--- src/rtl/nand_ecc_pkg.sv ---
package nand_ecc_pkg;
  localparam int ADDR_W = 12;

  localparam logic [ADDR_W-1:0] A_ENC_CTL  = 12'h000;
  localparam logic [ADDR_W-1:0] A_ENC_CFG  = 12'h004;
  localparam logic [ADDR_W-1:0] A_ENC_IDLE = 12'h00C;
  localparam logic [ADDR_W-1:0] A_PAR_BASE = 12'h010;
  localparam logic [ADDR_W-1:0] A_ENC_IEN  = 12'h080;
  localparam logic [ADDR_W-1:0] A_ENC_STA  = 12'h084;
  localparam logic [ADDR_W-1:0] A_ENC_MAP  = 12'h088;
  localparam logic [ADDR_W-1:0] A_DEC_CTL  = 12'h100;
  localparam logic [ADDR_W-1:0] A_DEC_CFG  = 12'h104;
  localparam logic [ADDR_W-1:0] A_DEC_IDLE = 12'h10C;
  localparam logic [ADDR_W-1:0] A_DEC_MAP  = 12'h124;
  localparam logic [ADDR_W-1:0] A_DEC_IEN  = 12'h200;
  localparam logic [ADDR_W-1:0] A_DEC_STA  = 12'h204;

  typedef struct packed {
    logic wr_ctl;
    logic wr_cfg;
    logic wr_ien;
    logic rd_sta;
  } chan_acc_t;

  // strength list: even steps to 24, then steps of 4
  function automatic int unsigned strength_of(int unsigned idx, int unsigned num);
    if (idx >= num) return 0;
    if (idx < 11) return 4 + 2 * idx;
    return 28 + 4 * (idx - 11);
  endfunction

  function automatic int unsigned par_words(int unsigned str, int unsigned pbits);
    return (str * pbits + 31) / 32;
  endfunction
endpackage

--- src/rtl/ecc_chan.sv ---
module ecc_chan
  import nand_ecc_pkg::*;
#(
  parameter int SECTORS  = 4,
  parameter int STEP_CYC = 8,
  parameter bit PAGE_IRQ = 1'b1
) (
  input  logic               clk_i,
  input  logic               rst_ni,
  input  chan_acc_t          acc_i,
  input  logic [31:0]        wdata_i,
  output logic               ctl_o,
  output logic [31:0]        cfg_o,
  output logic [1:0]         ien_o,
  output logic               sta_o,
  output logic               idle_o,
  output logic [SECTORS-1:0] done_map_o
);
  localparam int CYC_W = (STEP_CYC > 1) ? $clog2(STEP_CYC) : 1;
  localparam int SEC_W = (SECTORS > 1) ? $clog2(SECTORS) : 1;

  logic             busy;
  logic [CYC_W-1:0] cyc;
  logic [SEC_W-1:0] sec;
  logic start, stop, step_end, last, page_mode, sta_set;

  assign start     = acc_i.wr_ctl && wdata_i[0];
  assign stop      = acc_i.wr_ctl && !wdata_i[0];
  assign step_end  = busy && (cyc == CYC_W'(STEP_CYC - 1));
  assign last      = (sec == SEC_W'(SECTORS - 1));
  assign page_mode = PAGE_IRQ && ien_o[1];
  assign sta_set   = step_end && (!page_mode || last);
  assign idle_o    = !busy;

  always_ff @(posedge clk_i or negedge rst_ni) begin
    if (!rst_ni) begin
      ctl_o      <= 1'b0;
      cfg_o      <= '0;
      ien_o      <= '0;
      sta_o      <= 1'b0;
      busy       <= 1'b0;
      cyc        <= '0;
      sec        <= '0;
      done_map_o <= '0;
    end else begin
      if (acc_i.wr_ctl) ctl_o <= wdata_i[0];
      if (acc_i.wr_cfg && !busy) cfg_o <= wdata_i;
      if (acc_i.wr_ien) ien_o <= wdata_i[1:0];
      if (start) begin
        busy       <= 1'b1;
        cyc        <= '0;
        sec        <= '0;
        done_map_o <= '0;
        sta_o      <= 1'b0;
      end else if (stop) begin
        busy  <= 1'b0;
        sta_o <= 1'b0;
      end else begin
        if (step_end) begin
          cyc             <= '0;
          done_map_o[sec] <= 1'b1;
          if (last) busy <= 1'b0;
          else      sec  <= sec + 1'b1;
        end else if (busy) begin
          cyc <= cyc + 1'b1;
        end
        // set beats a same-cycle read clear
        if (sta_set)           sta_o <= 1'b1;
        else if (acc_i.rd_sta) sta_o <= 1'b0;
      end
    end
  end


  map_monotonic_chk: assert property (@(posedge clk_i) disable iff (!rst_ni)
    (busy && !start) |=> ((done_map_o & $past(done_map_o)) == $past(done_map_o)));

  map_frozen_idle_chk: assert property (@(posedge clk_i) disable iff (!rst_ni)
    (!busy && !start) |=> $stable(done_map_o));

  page_end_last_chk: assert property (@(posedge clk_i) disable iff (!rst_ni)
    ($fell(busy) && !$past(stop)) |-> done_map_o[SECTORS-1]);

  page_irq_full_chk: assert property (@(posedge clk_i) disable iff (!rst_ni)
    ($rose(sta_o) && $past(page_mode)) |-> (&done_map_o));
endmodule

--- src/rtl/ecc_par_win.sv ---
module ecc_par_win
  import nand_ecc_pkg::*;
#(
  parameter int          PAR_WORDS = 27,
  parameter int          PAR_BITS  = 14,
  parameter int          NUM_STR   = 20,
  parameter logic [31:0] PAR_SEED  = 32'hC3A5_5A3C
) (
  input  logic              clk_i,
  input  logic              rst_ni,
  input  logic              clr_i,
  input  logic              last_done_i,
  input  logic [4:0]        str_idx_i,
  input  logic              sel_i,
  input  logic [ADDR_W-1:0] off_i,
  output logic [31:0]       data_o
);
  localparam int VW_W = $clog2(PAR_WORDS + 1);

  logic [VW_W-1:0]   vld;
  logic              last_q;
  logic [ADDR_W-3:0] word;
  int unsigned       new_w;

  assign word  = off_i[ADDR_W-1:2];
  assign new_w = par_words(strength_of(32'(str_idx_i), NUM_STR), PAR_BITS);

  always_ff @(posedge clk_i or negedge rst_ni) begin
    if (!rst_ni) begin
      vld    <= '0;
      last_q <= 1'b0;
    end else begin
      last_q <= last_done_i;
      if (clr_i)
        vld <= '0;
      else if (last_done_i && !last_q)
        vld <= (new_w > PAR_WORDS) ? VW_W'(PAR_WORDS) : VW_W'(new_w);
    end
  end

  always_comb begin
    data_o = '0;
    if (sel_i && (off_i[1:0] == 2'b00) && (32'(word) < 32'(vld)))
      data_o = PAR_SEED ^ {4{word[7:0]}};
  end


  par_len_bound_chk: assert property (@(posedge clk_i) disable iff (!rst_ni)
    32'(vld) <= PAR_WORDS);
endmodule

--- src/rtl/nand_ecc_regs.sv ---
module nand_ecc_regs
  import nand_ecc_pkg::*;
#(
  parameter int          SECTORS  = 4,
  parameter int          STEP_CYC = 8,
  parameter int          NUM_STR  = 20,
  parameter int          PAR_BITS = 14,
  parameter bit          PAGE_IRQ = 1'b1,
  parameter logic [31:0] PAR_SEED = 32'hC3A5_5A3C
) (
  input  logic              clk_i,
  input  logic              rst_ni,
  input  logic              req_i,
  input  logic              we_i,
  input  logic [ADDR_W-1:0] addr_i,
  input  logic [31:0]       wdata_i,
  output logic [31:0]       rdata_o,
  output logic              irq_o
);
  localparam int PAR_WORDS = par_words(strength_of(NUM_STR - 1, NUM_STR), PAR_BITS);
  localparam logic [ADDR_W-1:0] PAR_END = A_PAR_BASE + ADDR_W'(4 * PAR_WORDS);

  logic wr, rd;
  assign wr = req_i && we_i;
  assign rd = req_i && !we_i;

  chan_acc_t          acc    [2];
  logic [1:0]         ctl_v, sta_v, idle_v;
  logic [31:0]        cfg_v  [2];
  logic [1:0]         ien_v  [2];
  logic [SECTORS-1:0] done_v [2];

  for (genvar c = 0; c < 2; c++) begin : g_ch
    localparam logic [ADDR_W-1:0] CTL_A = (c == 0) ? A_ENC_CTL : A_DEC_CTL;
    localparam logic [ADDR_W-1:0] CFG_A = (c == 0) ? A_ENC_CFG : A_DEC_CFG;
    localparam logic [ADDR_W-1:0] IEN_A = (c == 0) ? A_ENC_IEN : A_DEC_IEN;
    localparam logic [ADDR_W-1:0] STA_A = (c == 0) ? A_ENC_STA : A_DEC_STA;

    assign acc[c].wr_ctl = wr && (addr_i == CTL_A);
    assign acc[c].wr_cfg = wr && (addr_i == CFG_A);
    assign acc[c].wr_ien = wr && (addr_i == IEN_A);
    assign acc[c].rd_sta = rd && (addr_i == STA_A);

    ecc_chan #(
      .SECTORS (SECTORS),
      .STEP_CYC(STEP_CYC),
      .PAGE_IRQ(PAGE_IRQ)
    ) u_chan (
      .clk_i     (clk_i),
      .rst_ni    (rst_ni),
      .acc_i     (acc[c]),
      .wdata_i   (wdata_i),
      .ctl_o     (ctl_v[c]),
      .cfg_o     (cfg_v[c]),
      .ien_o     (ien_v[c]),
      .sta_o     (sta_v[c]),
      .idle_o    (idle_v[c]),
      .done_map_o(done_v[c])
    );
  end

  logic        par_sel;
  logic [31:0] par_data;
  assign par_sel = (addr_i >= A_PAR_BASE) && (addr_i < PAR_END);

  ecc_par_win #(
    .PAR_WORDS(PAR_WORDS),
    .PAR_BITS (PAR_BITS),
    .NUM_STR  (NUM_STR),
    .PAR_SEED (PAR_SEED)
  ) u_par (
    .clk_i      (clk_i),
    .rst_ni     (rst_ni),
    .clr_i      (acc[0].wr_ctl && wdata_i[0]),
    .last_done_i(done_v[0][SECTORS-1]),
    .str_idx_i  (cfg_v[0][4:0]),
    .sel_i      (par_sel),
    .off_i      (addr_i - A_PAR_BASE),
    .data_o     (par_data)
  );

  always_comb begin
    rdata_o = par_sel ? par_data : '0;
    unique case (addr_i)
      A_ENC_CTL:  rdata_o = {31'b0, ctl_v[0]};
      A_ENC_CFG:  rdata_o = cfg_v[0];
      A_ENC_IDLE: rdata_o = {31'b0, idle_v[0]};
      A_ENC_IEN:  rdata_o = {30'b0, ien_v[0]};
      A_ENC_STA:  rdata_o = {31'b0, sta_v[0]};
      A_ENC_MAP:  rdata_o = 32'(done_v[0]);
      A_DEC_CTL:  rdata_o = {31'b0, ctl_v[1]};
      A_DEC_CFG:  rdata_o = cfg_v[1];
      A_DEC_IDLE: rdata_o = {31'b0, idle_v[1]};
      A_DEC_IEN:  rdata_o = {30'b0, ien_v[1]};
      A_DEC_STA:  rdata_o = {31'b0, sta_v[1]};
      A_DEC_MAP:  rdata_o = 32'(done_v[1]);
      default: ;
    endcase
    if (!rd) rdata_o = '0;
  end

  assign irq_o = (sta_v[0] && ien_v[0][0]) || (sta_v[1] && ien_v[1][0]);
endmodule

--- config.mk ---
export PLATFORM = sky130hd
export DESIGN_NAME = nand_ecc_regs
export DESIGN_NICKNAME = d
export VERILOG_FILES = /design/src/rtl/nand_ecc_pkg.sv /design/src/rtl/ecc_chan.sv /design/src/rtl/ecc_par_win.sv /design/src/rtl/nand_ecc_regs.sv
export SDC_FILE = /design/constraint.sdc
export NUM_CORES = 1
export LEC_CHECK = 0
export BUFFER_PORTS_ARGS = -buffer_cell sky130_fd_sc_hd__buf_2
export CELL_PAD_IN_SITES_DETAIL_PLACEMENT = 1
export CELL_PAD_IN_SITES_GLOBAL_PLACEMENT = 2
export CORE_MARGIN = 10
export CORE_UTILIZATION = 41
export DETAILED_ROUTE_END_ITERATION = 10
export PLACE_DENSITY = 0.87
export SLEW_MARGIN = 40
export SYNTH_ARGS = -nofsm -noshare
export SYNTH_HDL_FRONTEND = slang
export SYNTH_SLANG_ARGS = --single-unit
--- constraint.sdc ---
create_clock -name clk_i -period 21 [get_ports clk_i]
set_clock_uncertainty 0.2 [all_clocks]
set_input_delay 1.05 -clock clk_i [delete_from_list [all_inputs] [get_ports clk_i]]
set_output_delay 1.05 -clock clk_i [all_outputs]
set_load 0.05 [all_outputs]
==> out/qor.csv, run 1 <==
metric,value,unit
synth-edff-count,0,
max-cap-violations,0,
ctsHoldBuffers,0,
ir_worst_vdd,0.0482,mV
grt_pass1_wl,40.3,mm
pwr_density_cell,42.0,mW/mm^2
rsz0062_at_grt,false,
drt_iter0_markers,401,
die_x,162,um
core,0.0197,mm^2
mostFrequentLayoutCell,dfrtp_1,
ios,81,
status,"complete, no violations",
critPathMaxStageDelay,0.62,ns
post-place-ws,13.20,ns
fmax,129,MHz
hp-class,reg -> reg,
die-height,162,um
netlist_area,0.00828,mm^2
fin_crit,7.77,ns
clkTransAtPathRegs,0.07,ns
hold_viol,0,
required,21.09,ns
dr.pass1.iters,5,
hold-worst-slack,0.286,ns
avgSynthCellArea,8.99,um^2
syn_inst,921,
drive_gt1_share,20.4,%
final_util,47.1,%
post_cts_buffers,0,
critPathArrivalTime,7.87,ns
synth_cell_types,72,
clock_latency,0.36,ns
place_hpwl,19.2,mm
crit_path_end_kind,flip-flop,
row_count,51,
portBuffers,80,
layout_common_cells,"98 x dfrtp_1, 79 x buf_2, 73 x nor2_1",
grt_use_total,18.7,%
clk_path_buf_depth,2,
antenna_found_initial,3,
syn2layout_area_growth,11.9,%
yosysSeqAreaShare,29.6,%
min_period_over_period,37.0,%
htreeDepth,3,
setup_viol,0,
floorplan.initialDensity,42.1,%
grt_pass1_vias,7626,
fp.dieArea,0.0263,mm^2
wl,24.7,mm
cts-buffers-inserted,9,
synth_ff_type,dfrtp_1,
crit_family,compound AO/OA/AOI/OAI gates,
setup_slack,13.23,ns
place_congestion,0.885,
crit_slowest_cell,or4_1,
async_flop_share,100,%
crit_path_max_fanout,9,
grt_max_degree,68,
critPathKind,reg -> reg,
power,0.389,mW
leakage,4.52,nW
routed_via_density,5.85,
cts-root-buf,clkbuf_16,
crit_chain,inv_1 > ha_1 > nand2b_1 > o21ai_0 > a21oi_1 > o21ai_0 > inv_1 > a41oi_1 > ha_1 > nand2b_1 > fa_1 > inv_1 > ha_1 > and3_1 > a221o_2 > a22oi_2 > xor2_1 > or4_1 > or4_4 > or4_1 > a211o_1 > a2111oi_4 > a31o_1,
syn-num-nets,1047,
drv_slew,0,
relSlewSlack,46.6,%
routedWlPerCell,19.8,um
yosysWarnings,0,
overflow,0,
clock_sinks,98,
drtAntennaViolNets,0,
worst-path-buf-inv,3,
tightestPinTransition,0.799,ns
fin_nets,1101,
cts_tree,done,
ys_seq_elements,98,
ctsResizeCount,0,
vias,7291,
post-route-drc-count,0,
setup_tns,0,ns
start_kind,flip-flop,
## stage by stage
step           instance area, um^2  instances
3_5_place_dp                  8930       1229
5_1_grt                       9260       1245
3_3_place_gp                  8930       1229
2_1_floorplan                 8280        921
6_report                      9260       1247
4_1_cts                       9250       1245
## where the power goes
part | internal (mW) | switching [mW] | leakage (nW)
combinational | 0.00721 | 0.0146 | 3.03
clock | 0.0958 | 0.0820 | 0.156
sequential | 0.189 | 0.000525 | 1.33
total | 0.292 | 0.0971 | 4.52
## cell usage after synthesis (all sizes together), types with 5 or more instances
cell | n | area share, %
o31ai | 6 | 0.54
a21o | 14 | 1.3
inv | 68 | 3.1
o211ai | 7 | 0.63
xor2 | 13 | 1.4
a22o | 8 | 0.85
o21a | 6 | 0.54
o22ai | 6 | 0.45
clkbuf | 40 | 1.8
a21oi | 50 | 3.1
ha | 55 | 8.3
or3 | 8 | 0.60
nor4 | 8 | 0.60
nand2 | 67 | 3.0
a211o | 5 | 0.53
fa | 23 | 5.6
mux2 | 66 | 9.0
mux2i | 6 | 0.73
a211oi | 6 | 0.73
nor2b | 6 | 0.45
nor2 | 73 | 3.3
nand4 | 7 | 0.53
and2 | 16 | 1.2
a221oi | 21 | 2.2
nor3 | 21 | 1.3
a31oi | 10 | 0.76
xnor2 | 22 | 2.3
nor3b | 5 | 0.45
nand2b | 15 | 1.1
dfrtp | 98 | 30
and3 | 14 | 1.1
and4 | 5 | 0.53
or2 | 9 | 0.68
a22oi | 14 | 1.3
o21ai | 38 | 2.3
or4 | 9 | 0.86
nand3 | 22 | 1.3
## area by class of cell
class | count | area, um^2
antenna | 2 | 5.00
tap | 265 | 332
sequential | 98 | 2450
multi-input combinational | 710 | 5440
inverter | 69 | 259
clock inverter | 7 | 92.6
timing repair buffer | 87 | 459
clock buffer | 9 | 225
fill | 2359 | 10400
## worst paths after layout
| kind | start | end | slack (ns) | depth (start not counted) |
|---|---|---|---|---|
| min | g_ch[0].u_chan.done_map_o[3]$_DFFE_PN0P_ | u_par.last_q$_DFF_PN0_ | 0.29 | 0 |
| max | g_ch[0].u_chan.cfg_o[0]$_DFFE_PN0P_ | u_par.vld[2]$_DFFE_PN0P_ | 13.23 | 23 |
| min in group asynchronous | rst_ni | u_par.vld[4]$_DFFE_PN0P_ | 0.45 | 1 |
| max in group asynchronous | rst_ni | g_ch[1].u_chan.cfg_o[31]$_DFFE_PN0P_ | 19.20 | 2 |
| min reg2reg | g_ch[0].u_chan.done_map_o[3]$_DFFE_PN0P_ | u_par.last_q$_DFF_PN0_ | 0.29 | 0 |
| max reg2reg | g_ch[0].u_chan.cfg_o[0]$_DFFE_PN0P_ | u_par.vld[2]$_DFFE_PN0P_ | 13.23 | 23 |
## kinds of logic after synthesis
group,share of synthesized area (%)
compound gates,19.9
xor+xnor,3.70
fa+ha+maj,13.9
buf+inv,5.17
flops,29.6
mux,9.70
simple gates,18.1
## state kept, by name, summed over array words and instances, names as in the netlist
| signal | count |
|---|---|
| g_ch.u_chan.cyc | 6 |
| g_ch.u_chan.sta_o | 2 |
| g_ch.u_chan.sec | 4 |
| u_par.vld | 5 |
| u_par.last_q | 1 |
| g_ch.u_chan.cfg_o | 64 |
| g_ch.u_chan.ien_o | 4 |
| g_ch.u_chan.ctl_o | 2 |
| g_ch.u_chan.done_map_o | 8 |
| g_ch.u_chan.busy | 2 |
## worst register-to-register path: cells and delay by family, from the launching register on
kind / cells / cell delay, ns
compound gates: 9 / 2.60
xor+xnor: 1 / 0.14
fa+ha+maj: 4 / 1.55
buf+inv: 3 / 0.24
flops: 1 / 0.51
simple gates: 6 / 2.46
## layer usage
layer | wire length (um) | share of wire (%) | global-route usage (%)
met2 | 11100 | 45 | 28.8
met1 | 11800 | 48 | 25.8
met5 | 7 | 0.028 | 0
met4 | 148 | 0.60 | 3.27
met3 | 1710 | 6.9 | 5.38
No activity file was read; power rests on OpenSTA's default activity.
==> run 2, diff against run 1 <==
- CORE_UTILIZATION: 41 -> 34
- PLACE_DENSITY: 0.87 -> 0.77
- clock period: 21 -> 6.7 ns (I/O delays scaled with it)
==> run 2 against run 1 <==
  * Combinational power rose to 3.2 times the previous value
  * Worst hold slack got worse by 0.28 ns
  * Total power rose to 3.1 times the previous value
  * Register-to-register slack got worse by 13 ns
  * Clock power rose to 3.1 times the previous value
  * Core utilization fell by 5.8 points
  * Worst setup slack got worse by 13 ns
  * Wire length rose by 3.9%
  * Sequential power rose to 3.1 times the previous value
  * Design area rose by 7.8%
  * Critical path type unchanged
==> out/qor.csv, run 2 (same netlist as run 1, synthesis figures left out) <==
metric,value,unit,change
overflow,0,,unchanged
relSlewSlack,54.7,%,+8.2 points
max-cap-violations,0,,unchanged
clkTransAtPathRegs,0.08,ns,about the same
fp.dieArea,0.0310,mm^2,+18%
largest_reg_flops,64,,unchanged
crit_slowest_cell,fa_1,,
drv_slew,0,,unchanged
critPathArrivalTime,6.54,ns,-1.33 ns
fin_crit,6.44,ns,-1.33 ns
core,0.0242,mm^2,+23%
cts_tree,done,,
leakage,4.85,nW,+7.3%
crit_path_end_kind,flip-flop,,
crit_chain,inv_2 > ha_4 > nand2b_4 > o21bai_1 > a21oi_2 > o21ai_2 > inv_1 > a41oi_2 > ha_1 > nand2b_4 > fa_1 > inv_1 > ha_4 > a21o_1 > a221o_2 > a22oi_2 > xor2_1 > or4_1 > or4_4 > or4_1 > a211o_1 > a2111oi_4 > buf_4 > a31o_1,,
hp-class,in -> reg,,
syn2layout_area_growth,20.6,%,
clock_sinks,98,,unchanged
min_period_over_period,96.1,%,+59 points
crit_path_max_fanout,5,,-4
setup_tns,0,ns,unchanged
mostFrequentLayoutCell,dfrtp_1,,
clock_latency,0.36,ns,about the same
cts-buffers-inserted,9,,unchanged
routedWlPerCell,18.9,um,-4.9%
wl,25.7,mm,+3.9%
htreeDepth,3,,unchanged
tightestPinTransition,0.679,ns,-0.121 ns
place_congestion,0.859,,-2.9%
grt_use_total,16.6,%,-2.1 points
vias,7419,,+1.8%
top_regs,"g_ch.u_chan.cfg_o: 64 flops, g_ch.u_chan.done_map_o: 8 flops, g_ch.u_chan.cyc: 6 flops",,
ir_worst_vdd,0.117,mV,+140%
top_register,g_ch.u_chan.cfg_o,,
drive_gt1_share,28.4,%,+7.9 points
pwr_density_cell,123,mW/mm^2,+190%
grt_pass1_wl,42.3,mm,+5.0%
place_area,0.00939,mm^2,+5.2%
layout_common_cells,"97 x dfrtp_1, 79 x buf_2, 70 x nor2_1",,
floorplan.initialDensity,34.3,%,-7.9 points
portBuffers,80,,unchanged
row_count,57,,+12%
clk_path_buf_depth,2,,unchanged
setup_viol,0,,unchanged
dr.pass1.iters,5,,unchanged
status,"complete, no violations",,
ios,81,,unchanged
required,6.80,ns,-14.29 ns
routed_via_density,5.45,,-6.8%
post-route-drc-count,0,,unchanged
antenna_found_initial,5,,+2
grt_max_degree,53,,-22%
fmax,155,MHz,+21%
critPathMaxStageDelay,0.53,ns,-0.09 ns
fin_cells,1362,,+9.2%
start_kind,flip-flop,,
drt_iter0_markers,442,,+10%
hold_viol,0,,unchanged
grt_pass1_vias,7798,,+2.3%
drtAntennaViolNets,0,,unchanged
die_x,176,um,+8.6%
fin_nets,1158,,+5.2%
cts-root-buf,clkbuf_16,,
die-height,176,um,+8.6%
finalInstanceArea,0.00999,mm^2,+7.8%
dp_cells,1335,,+8.6%
place_hpwl,20.0,mm,+4.5%
final_util,41.3,%,-5.8 points
critPathKind,reg -> reg,,
-- run 2: cell type report --
type | count | area [um^2]
fillers | 2831 | 14200
multi-input cells | 710 | 5660
flip-flops and latches | 98 | 2450
repair buffers | 144 | 892
well taps | 324 | 405
inverters | 69 | 259
clock buffers | 9 | 225
clock inverters | 7 | 92.6
diodes | 1 | 2.50
-- run 2: worst paths after layout --
path	from	cells past startpoint	endpoint	slack, ns
setup reg to reg	g_ch[0].u_chan.cfg_o[1]$_DFFE_PN0P_	24	u_par.vld[2]$_DFFE_PN0P_	0.26
hold / removal	wdata_i[4]	3	g_ch[0].u_chan.cfg_o[4]$_DFFE_PN0P_	0.004
min in group asynchronous	rst_ni	2	g_ch[0].u_chan.busy$_DFFE_PN0P_	0.34
hold reg to reg	g_ch[0].u_chan.done_map_o[3]$_DFFE_PN0P_	0	u_par.last_q$_DFF_PN0_	0.27
max in group asynchronous	rst_ni	3	g_ch[0].u_chan.cfg_o[1]$_DFFE_PN0P_	4.79
setup / recovery	g_ch[0].u_chan.cfg_o[1]$_DFFE_PN0P_	24	u_par.vld[2]$_DFFE_PN0P_	0.26
-- run 2: critical path: cells and delay by family, from the launching register on --
kind / cells / cell delay, ns
and+or+nand+nor: 5 / 1.78
buffers and inverters: 4 / 0.43
AOI/OAI and AO/OA: 10 / 2.13
adders and majority gates: 4 / 1.24
xor gates and xnor gates: 1 / 0.13
DFF: 1 / 0.44
-- run 2: metal layers --
metal	vias up	global-route usage (%)	routed length [um]
li1	3572	-	-
met1	3688	23.7	12600
met2	129	25.3	11600
met3	22	3.91	1250
met4	8	2.90	218
met5	-	0	40
-- run 2: metrics by stage --
stage / power [mW] / hold WS, ns / setup slack (ns)
after floorplan: 0.631 / -0.161 / 0.0154
after global placement: 0.674 / 0.201 / 0.0208
after detailed placement: 0.675 / 0.204 / -0.133
after CTS: 1.24 / 0.000229 / 0.00530
after global routing: 1.27 / 0.000777 / -0.00460
final: 1.22 / 0.00443 / 0.262
-- run 2: repair_timing --
item	in CTS	in global routing
endpoints found under the hold margin	47	0
hold buffers	2	0
gates resized for setup	1	45
setup endpoints to repair	5	5
buffers inserted	1	7
pin swaps	2	11
-- run 2: power by group --
part / leakage (nW) / switching [mW] / internal [mW]
Combinational: 3.36 / 0.0463 / 0.0238
Clock: 0.156 / 0.260 / 0.300
Sequential: 1.33 / 0.00136 / 0.593
Total: 4.85 / 0.308 / 0.917
==> run 3, diff against run 2 <==
- ABC_AREA: not set -> 1
- CORE_UTILIZATION: 34 -> 31
- PLACE_DENSITY: 0.77 -> 0.78
==> run 3 against run 2 <==
  * Fmax is 8.4% higher
  * Critical path depth grew 7
  * Worst hold slack improved by 0.023 ns
  * Largest power group unchanged
  * Die area grew 23%
  * Synthesized area rose by 15%
  * Worst setup slack better by 0.50 ns
  * First-iteration DRC count shrank 14%
  * Final cell count rose by 41%
  * Sequential cell count stayed put
==> out/qor.csv, run 3 <==
metric,value,unit,change
floorplan.initialDensity,31.3,%,-2.9 points
largest_reg_flops,64,,unchanged
post-place-ws,0.746,ns,+0.879 ns
overflow,0,,unchanged
synthSimpleGateAreaFrac,36.3,%,+18 points
yosysWarnings,0,,unchanged
relSlewSlack,47.2,%,-7.5 points
async_flop_share,100,%,unchanged
muxShareOfSynthArea,0,%,-9.7 points
setup_tns,0,ns,unchanged
netlist_area,0.00955,mm^2,+15%
dp_cells,1902,,+42%
crit_path_end_kind,flip-flop,,
die-height,196,um,+11%
hold_viol,0,,unchanged
synth_fa_ha_area_share,12.2,%,-1.7 points
clk_path_buf_depth,2,,unchanged
n_antenna_cell,0,,-1
r2r-start,g_ch[0].u_chan.cfg_o[2]$_DFFE_PN0P_,,
min_period_over_period,88.6,%,-7.5 points
critPathArrivalTime,6.00,ns,-0.54 ns
synth_common_cells,"418 x nand2_1, 262 x inv_1, 106 x o21ai_0",,
synth_xor_area_share,1.10,%,-2.6 points
cp_common_cell,nand2_1,,
crit_slowest_cell,fa_1,,
cts-root-buf,clkbuf_16,,
antenna_found_initial,0,,-5
synth_top_family_by_area,simple AND/OR/NAND/NOR gates,,
grt_pass1_wl,51.6,mm,+22%
setup_slack,0.763,ns,+0.501 ns
synth-edff-count,0,,unchanged
place_area,0.0104,mm^2,+11%
ir_worst_vdd,0.123,mV,+5.5%
drt_iter0_markers,381,,-14%
final_util,35.3,%,-6.1 points
routed_via_density,4.79,,-12%
htreeDepth,3,,unchanged
min_from,wdata_i[25],,
status,"complete, no violations",,
row_count,64,,+12%
reg2reg_setup_slack,0.76,ns,+0.50 ns
hold-worst-slack,0.0272,ns,+0.0228 ns
ios,81,,unchanged
routedWlPerCell,16.2,um,-14%
syn-num-nets,1573,,+50%
nFillCells,4006,,+42%
synth_top_area_cell,dfrtp_1,,
power,1.26,mW,+3.0%
place_congestion,0.901,,+4.9%
fin_crit,5.94,ns,-0.501 ns
layout_common_cells,"417 x nand2_1, 262 x inv_1, 106 x o21ai_0",,
critPathMaxStageDelay,0.53,ns,about the same
yosysMostFrequentCell,nand2_1,,
cts_tree,done,,
grt_max_degree,65,,+23%
core,0.0305,mm^2,+26%
fp.dieArea,0.0382,mm^2,+23%
cts-buffers-inserted,9,,unchanged
top_register,g_ch.u_chan.cfg_o,,
clock_sinks,98,,unchanged
leakage,5.91,nW,+22%
grt_use_total,16.4,%,-0.18 points
synth_cell_types,51,,-29%
crit_start,g_ch[0].u_chan.cfg_o[2]$_DFFE_PN0P_,,
fmax,168,MHz,+8.4%
mostFrequentLayoutCell,nand2_1,,
tightestPinTransition,0.781,ns,+0.103 ns
crit_path_max_fanout,6,,+1
post_cts_buffers,0,,-1
ys_seq_elements,98,,unchanged
syn_inst,1446,,+57%
synth-compound-area-share,12.7,%,-7.2 points
clock_latency,0.36,ns,about the same
place_hpwl,25.9,mm,+29%
avgSynthCellArea,6.61,um^2,-27%
hp-class,in -> reg,,
synthTopCellsByArea,"dfrtp_1 26%, nand2_1 16%, inv_1 10%",,
rsz0062_at_grt,false,,
grt_pass1_vias,9780,,+25%
setup_viol,0,,unchanged
syn2layout_area_growth,12.6,%,
fin_cells,1922,,+41%
finalInstanceArea,0.0108,mm^2,+7.7%
wl,31.1,mm,+21%
pwr_density_cell,117,mW/mm^2,-4.4%
die_x,196,um,+11%
drv_slew,0,,unchanged
critPathKind,reg -> reg,,
dr.pass1.iters,4,,-1
yosysSeqAreaShare,25.7,%,-3.9 points
top_regs,"g_ch.u_chan.cfg_o: 64 flops, g_ch.u_chan.done_map_o: 8 flops, g_ch.u_chan.cyc: 6 flops",,
vias,9201,,+24%
post-route-drc-count,0,,unchanged
portBuffers,80,,unchanged
clkTransAtPathRegs,0.08,ns,about the same
drive_gt1_share,15.1,%,-13 points
max-cap-violations,0,,unchanged
synth_ff_type,dfrtp_1,,
required,6.76,ns,-0.04 ns
start_kind,flip-flop,,
drtAntennaViolNets,0,,unchanged
netlist.area_leader.share,25.7,%,-3.9 points
fin_nets,1648,,+42%
==> run 3: changes by cell type in the layout (fill, tap and decap cells not counted), moves of 17 or more <==
cell / change
nor2_1: +20
a221oi_1: -17
nand3_1: +63
o21ai_0: +77
nand2_2: +41
buf_4: -57
mux2_2: -65
inv_1: +197
xnor2_1: -18
nand2_1: +353
==> run 3: area by class of cell <==
cell class / count / area, um^2 / share of cell area, %
multi-input combinational: 1045 / 5970 / 55.5
sequential: 98 / 2450 / 22.8
inverter: 279 / 1050 / 9.76
tap: 396 / 495 / 4.61
timing repair buffer: 88 / 474 / 4.41
clock buffer: 9 / 225 / 2.09
clock inverter: 7 / 92.6 / 0.861
==> run 3: power breakdown <==
group | leakage [nW] | switching (mW) | internal, mW | total [mW]
Sequential | 1.27 | 0.00178 | 0.593 | 0.595
Clock | 0.156 | 0.270 | 0.301 | 0.571
Combinational | 4.49 | 0.0658 | 0.0292 | 0.0950
==> run 3: critical path: cells and delay by family (launching register included) <==
| family | cells | cell delay, ns |
|---|---|---|
| flops | 1 | 0.45 |
| compound gates | 2 | 0.49 |
| simple gates | 21 | 2.84 |
| fa+ha+maj | 4 | 1.42 |
| buf+inv | 4 | 0.44 |
==> run 3: cells by family (layout without fill, tap and decap cells) <==
| family | count (synthesis) | in the layout |
|---|---|---|
| AO/OA/AOI/OAI | 211 | 211 |
| XOR/XNOR | 12 | 12 |
| adder cells (fa/ha/maj) | 79 | 79 |
| buffers and inverters | 303 | 383 |
| flip-flops | 98 | 98 |
| AND/OR/NAND/NOR | 743 | 743 |
==> run 3: path summary, 6_finish.rpt <==
kind,end,cells past startpoint
min in group asynchronous,g_ch[0].u_chan.cfg_o[24]$_DFFE_PN0P_,2
setup reg to reg,u_par.vld[3]$_DFFE_PN0P_,31
max in group asynchronous,g_ch[0].u_chan.cfg_o[21]$_DFFE_PN0P_,3
hold reg to reg,u_par.last_q$_DFF_PN0_,0
setup / recovery,u_par.vld[3]$_DFFE_PN0P_,31
hold / removal,g_ch[1].u_chan.cfg_o[25]$_DFFE_PN0P_,3
==> run 3: timing repair <==
| action | in CTS | in global routing |
|---|---|---|
| endpoints found under the hold margin | 42 | 0 |
| hold buffers | 3 | 0 |
| resized for setup | 0 | 0 |
==> run 3: metal layers <==
metal	vias to the layer above	global-route usage [%]	wire length, um
met5	-	0	0
met3	33	1.64	512
met4	0	5.15	813
li1	4693	-	-
met1	4385	20.1	14200
met2	90	29.5	15600
